`src/rtl/cla_pkg.sv`:
```
package cla_pkg;

    // Propagate/generate pair for a single bit or a group of bits.
    typedef struct packed {
        logic prop;
        logic gen;
    } pg_t;

    // Merge a lower group with the adjacent upper group.
    function automatic pg_t pg_merge(input pg_t lower, input pg_t upper);
        pg_t r;
        r.prop = lower.prop & upper.prop;
        r.gen  = upper.gen | (upper.prop & lower.gen);
        return r;
    endfunction

    // Carry leaving a group, given the carry entering it.
    function automatic logic pg_carry(input pg_t grp, input logic cin);
        return grp.gen | (grp.prop & cin);
    endfunction

    function automatic bit is_pow2(input int unsigned v);
        return (v >= 2) && ((v & (v - 1)) == 0);
    endfunction

endpackage

```
`src/rtl/cla_bit.sv`:
```
module cla_bit
    import cla_pkg::*;
(
    input  logic a_i,
    input  logic b_i,
    input  logic carry_i,
    output pg_t  pg_o,
    output logic sum_o
);
    always_comb begin
        pg_o.prop = a_i ^ b_i;
        pg_o.gen  = a_i & b_i;
        sum_o     = pg_o.prop ^ carry_i;
    end
endmodule

```
`src/rtl/cla_node.sv`:
```
module cla_node
    import cla_pkg::*;
(
    input  pg_t  lower_i,
    input  pg_t  upper_i,
    input  logic carry_i,
    output pg_t  group_o,
    output logic carry_lower_o,
    output logic carry_upper_o
);
    // Up-sweep: group signals; down-sweep: split the incoming carry.
    always_comb begin
        group_o       = pg_merge(lower_i, upper_i);
        carry_lower_o = carry_i;
        carry_upper_o = pg_carry(lower_i, carry_i);
    end
endmodule

```
`src/rtl/cla_tree_core.sv`:
```
module cla_tree_core
    import cla_pkg::*;
#(
    parameter int unsigned WIDTH = 8
) (
    input  logic [WIDTH-1:0] a_i,
    input  logic [WIDTH-1:0] b_i,
    input  logic             cin_i,
    output logic [WIDTH-1:0] sum_o,
    output logic             cout_o
);
    // Heap numbering: node 1 is the root, node k has children 2k (lower
    // bits) and 2k+1 (upper bits), leaf for bit i is node WIDTH+i.
    localparam int unsigned NODES = 2 * WIDTH;

    if (!is_pow2(WIDTH)) begin : g_width_check
        $error("cla_tree_core: WIDTH must be a power of two and at least 2");
    end

    pg_t  pg_heap    [1:NODES-1];
    logic carry_heap [1:NODES-1];

    assign carry_heap[1] = cin_i;

    for (genvar i = 0; i < WIDTH; i++) begin : g_leaf
        cla_bit u_bit (
            .a_i     (a_i[i]),
            .b_i     (b_i[i]),
            .carry_i (carry_heap[WIDTH + i]),
            .pg_o    (pg_heap[WIDTH + i]),
            .sum_o   (sum_o[i])
        );
    end

    for (genvar k = 1; k < WIDTH; k++) begin : g_node
        cla_node u_node (
            .lower_i       (pg_heap[2 * k]),
            .upper_i       (pg_heap[2 * k + 1]),
            .carry_i       (carry_heap[k]),
            .group_o       (pg_heap[k]),
            .carry_lower_o (carry_heap[2 * k]),
            .carry_upper_o (carry_heap[2 * k + 1])
        );
    end

    assign cout_o = pg_carry(pg_heap[1], cin_i);
endmodule

```
`src/rtl/cla_adder_reg.sv`:
```
module cla_adder_reg
    import cla_pkg::*;
#(
    parameter int unsigned WIDTH = 8
) (
    input  logic             clk,
    input  logic             rst,
    input  logic [WIDTH-1:0] a_i,
    input  logic [WIDTH-1:0] b_i,
    input  logic             cin_i,
    output logic [WIDTH-1:0] sum_o,
    output logic             cout_o
);
    localparam logic [WIDTH-1:0] ALL_ONES = '1;

    logic [WIDTH-1:0] sum_d;
    logic             cout_d;

    cla_tree_core #(.WIDTH(WIDTH)) u_core (
        .a_i    (a_i),
        .b_i    (b_i),
        .cin_i  (cin_i),
        .sum_o  (sum_d),
        .cout_o (cout_d)
    );

    always_ff @(posedge clk) begin
        if (rst) begin
            sum_o  <= '0;
            cout_o <= 1'b0;
        end else begin
            sum_o  <= sum_d;
            cout_o <= cout_d;
        end
    end

    AST_SUM_EXACT: assert property (@(posedge clk) disable iff (rst)
        $past(!rst) |-> {cout_o, sum_o} ==
            ({1'b0, $past(a_i)} + {1'b0, $past(b_i)} + {{WIDTH{1'b0}}, $past(cin_i)}));

    AST_TOP_GENERATE: assert property (@(posedge clk) disable iff (rst)
        ($past(!rst) && $past(a_i[WIDTH-1]) && $past(b_i[WIDTH-1])) |-> cout_o);

    AST_CIN_ONLY: assert property (@(posedge clk) disable iff (rst)
        ($past(!rst) && $past(a_i) == '0 && $past(b_i) == '0)
            |-> (sum_o == {{(WIDTH-1){1'b0}}, $past(cin_i)} && !cout_o));

    AST_FULL_PROPAGATE: assert property (@(posedge clk) disable iff (rst)
        ($past(!rst) && ($past(a_i) ^ $past(b_i)) == ALL_ONES)
            |-> (cout_o == $past(cin_i) && sum_o == {WIDTH{!$past(cin_i)}}));

    AST_RESET_CLEAR: assert property (@(posedge clk)
        $past(rst) |-> (sum_o == '0 && !cout_o));
endmodule

```
`config.mk`:
```
export PLATFORM = sky130hd
export DESIGN_NAME = cla_adder_reg
export DESIGN_NICKNAME = d
export VERILOG_FILES = /design/src/rtl/cla_pkg.sv /design/src/rtl/cla_bit.sv /design/src/rtl/cla_node.sv /design/src/rtl/cla_tree_core.sv /design/src/rtl/cla_adder_reg.sv
export SDC_FILE = /design/constraint.sdc
export NUM_CORES = 1
export LEC_CHECK = 0
export BUFFER_PORTS_ARGS = -buffer_cell sky130_fd_sc_hd__buf_2
export CAP_MARGIN = 20
export CORE_AREA = 2 2 39 41
export CTS_CLUSTER_DIAMETER = 60
export CTS_CLUSTER_SIZE = 14
export DETAILED_ROUTE_END_ITERATION = 10
export DIE_AREA = 0 0 41 43
export PLACE_DENSITY = 0.88
export SLEW_MARGIN = 20
export SYNTH_ARGS = -nofsm -noshare
export SYNTH_HDL_FRONTEND = slang
export SYNTH_HIERARCHICAL = 1
export SYNTH_SLANG_ARGS = --single-unit
```
`constraint.sdc`:
```
create_clock -name clk -period 3.9 [get_ports clk]
set_input_delay 0.39 -clock clk [delete_from_list [all_inputs] [get_ports clk]]
set_output_delay 0.39 -clock clk [all_outputs]
set_load 0.01 [all_outputs]
```
==> flow_results.org <==
** Floorplanning
- The initialized floorplan defines 14 standard-cell rows.
- Measured along the x axis, the die boundary spans 41 microns.
- Area of the die :: 0.00176 sq mm
- After floorplanning, the core was sized to cover 0.00138 sq mm.
- Initial cell density of the core :: 44.5%
- 28 I/O pins were placed.
- Die Span Y :: 43 microns

** Detailed routing
- For this run, design rule violations remaining after detail routing come to 0.
- Wires add up to 1010 microns.
- After detailed routing, the number of vias per cell comes to 4.63.
- After detailed routing, the average wire length per cell comes to 9.82 microns.
- First-pass DRT Iterations :: 2
- The detail route stage leaves a number of antenna-violating nets equal to 0.
- Detailed router's first-iteration violation count :: 3
- Number of vias in the routed layout :: 477

** Clock network
- The longest clock path from root to sink contains 2 buffers.
- Clock-pin slew on the worst setup and hold paths :: 60 ps
- CTS buffer count :: 3
- TritonCTS built the clock tree.
- H-tree depth :: 1
- Post-CTS Setup Repair Bufs :: 0
- The clock drives 9 sinks.
- The cell sitting at the root of the clock tree is a sky130_fd_sc_hd__clkbuf_4.
- Hold buffers post-CTS :: 0
- Cts repair resizes :: 0

** Global routing
- The initial antenna violation count was 0.
- The number of global-route vias before repair was 478.
- met2 is the most crowded layer.
- The first global-routing pass estimated 1810 microns of wire.
- For this run, global-route usage on met2 was measured as 23.8%.
- For this run, the total global-route usage over all layers was measured as 15.2%.
- GRT overflow :: 0
- Global routing used 17.5% of the available met1 tracks.
- For met3 alone, demand over resource in global routing was 3.14%.
- Entering global routing, the biggest net connects 10 pins.

** Setup path
- Data on the critical path is required at its endpoint by 4040 ps.
- Dominant cell type by count on the critical path :: sky130_fd_sc_hd__a21o_1
- The worst setup path is launched from an input pin.
- Walking the worst path, the cells encountered are buf_2, ha_1, a21o_1, a21o_1, a21o_1, a21o_1, a21o_1, xor2_1, nor2b_1.
- STA classifies the critical path endpoint as a register.
- In this run the worst path has a maximum fanout of 3.
- Cell type group with the largest total delay on the critical path :: compound AO/OA/AOI/OAI gates
- In this design, the stage delay of the slowest critical-path cell is 330 ps.
- Critical path arrival :: 2030 ps
- Buffers and inverters on the worst path :: 1
- Startpoint-to-endpoint class of the critical path :: input pin to register
- CP max-delay cell :: sky130_fd_sc_hd__ha_1

** Timing
- Time the final worst path needs with I/O delays and setup :: 1890 ps
- For the pin with the worst max-slew slack, the measured transition is 152 ps.
- The final count of hold timing violations is 0.
- Max transition margin :: 89.8%
- Setup violations remaining at the end of the flow were counted as 0.
- Unrepaired setup endpoints after global routing :: no
- Fmax :: 530 MHz
- Number of pins exceeding their max-slew limit in the final report :: 0
- Setup_tns :: 0 ps
- In the finished design, the share of the clock period the worst path needs comes to 48.3%.

** Synthesis
- For this run, the number of Yosys warnings is 6.
- Proportion of synthesized chip area in sequential cells :: 29.3%
- The synthesized design devotes to its leading area cell type 29.3% of total area.
- Synth area leader :: sky130_fd_sc_hd__dfxtp_1
- Yosys attributes the largest share of cell area to sky130_fd_sc_hd__dfxtp_1 (29%), sky130_fd_sc_hd__a21o_1 (18%), sky130_fd_sc_hd__ha_1 (16%), sky130_fd_sc_hd__xor2_1 (11%), sky130_fd_sc_hd__nor2b_1 (9.1%).
- Number of unique standard cell types used by synthesis :: 7
- Cells after Synth :: 63
- The synthesized design contains 9 register bits.
- After synthesis the cells add up to 616 sq um.
- Mapped Avg Cell Area :: 9.77 sq um
- Counting every net in the synthesized netlist gives 90.

** Placed design
- The count of buffers added on input and output ports is 27.
- After detailed placement, the total cell area comes to 718 sq um.
- Post-DP HPWL :: 943 microns
- GP Congestion :: 0.754

** Power and ir drop
- Total power for the finished layout comes to 0.260 mW.
- Power Density :: 350 mW/mm^2
- In this run the static leakage power is 0.460 nW.
- IR Drop Worst-Case VDD :: 0.0901 mV

** Finish
- The top cell types in the final layout, fill and taps aside, are sky130_fd_sc_hd__buf_2 (27), sky130_fd_sc_hd__a21o_1 (15), sky130_fd_sc_hd__nor2b_1 (9), sky130_fd_sc_hd__dfxtp_1 (9).
- Register Area :: 180 sq um
- Most common library cell in the layout ignoring fill and taps :: sky130_fd_sc_hd__buf_2
- The repair_antennas step left the layout with diodes totalling 0.
- Counting the fill cells in the layout gives 137.
- Area of combinational cells with multiple inputs :: 383 sq um
- In the final design database the tool counted 115 nets.
- Summing all non-filler instances in the final layout gives an area of 744 sq um.
- The area growth from synthesis to layout is 20.9%.
- Ratio of cells with drive above 1 in the final layout :: 34.5%

** Run
- Max-cap violation count :: 0

** Outcome
- Result of the run :: complete, no violations

** Hold path
- The tightest min-delay check is of the input pin to register type.
==> layer usage <==
metal | routed length (microns) | part of all wire (%)
met1 | 390 | 39
met3 | 76 | 7.5
met4 | 12 | 1.2
met2 | 531 | 53
met5 | 0 | 0
==> area by class of cell <==
class / instances / area share [%]
clock buffer: 4 / 3.53
tap: 16 / 2.69
multi-input combinational: 47 / 51.4
sequential: 9 / 24.2
timing repair buffer: 27 / 18.2
==> path summary, 6_finish.rpt <==
path / from / endpoint / slack (ps) / cells after the start
worst min-delay path: rst / sum_o[5]$_SDFF_PP0_ / 410 / 2
worst max-delay path: a_i[1] / sum_o[7]$_SDFF_PP0_ / 2010 / 9
==> Yosys cell counts <==
| cell type | number |
|---|---|
| sky130_fd_sc_hd__dfxtp_1 | 9 |
| sky130_fd_sc_hd__a21o_1 | 15 |
| sky130_fd_sc_hd__and2_1 | 7 |
| sky130_fd_sc_hd__nor2b_1 | 9 |
| sky130_fd_sc_hd__buf_4 | 7 |
| sky130_fd_sc_hd__ha_1 | 8 |
| sky130_fd_sc_hd__xor2_1 | 8 |
==> power by group <==
group          switching [mW]  internal, mW  total (mW)
registers             0.00225         0.104       0.106
logic                  0.0405        0.0469      0.0874
clock network          0.0275        0.0391      0.0666
==> stage by stage <==
step / util, % / hold slack, ps / instances / setup WS (ps)
2_1_floorplan: - / 462 / 63 / 1990
3_3_place_gp: 51.9 / 670 / 99 / 1810
3_5_place_dp: 51.9 / 672 / 99 / 1750
4_1_cts: 53.8 / 406 / 103 / 2020
5_1_grt: 53.8 / 405 / 103 / 1970
6_report: 53.8 / 410 / 103 / 2010
==> sequential cells by signal, summed over array words and instances (netlist names) <==
name,count
sum_o,8
cout_o,1
==> cell families after synthesis <==
kind of cell / after synthesis / synth area share (%)
xor gates and xnor gates: 8 / 11.4
adders and majority gates: 8 / 16.3
and+or+nand+nor: 16 / 16.3
buffers and inverters: 7 / 8.54
AOI/OAI and AO/OA: 15 / 18.3
DFF: 9 / 29.3
Power figures use the tool's default switching activity.
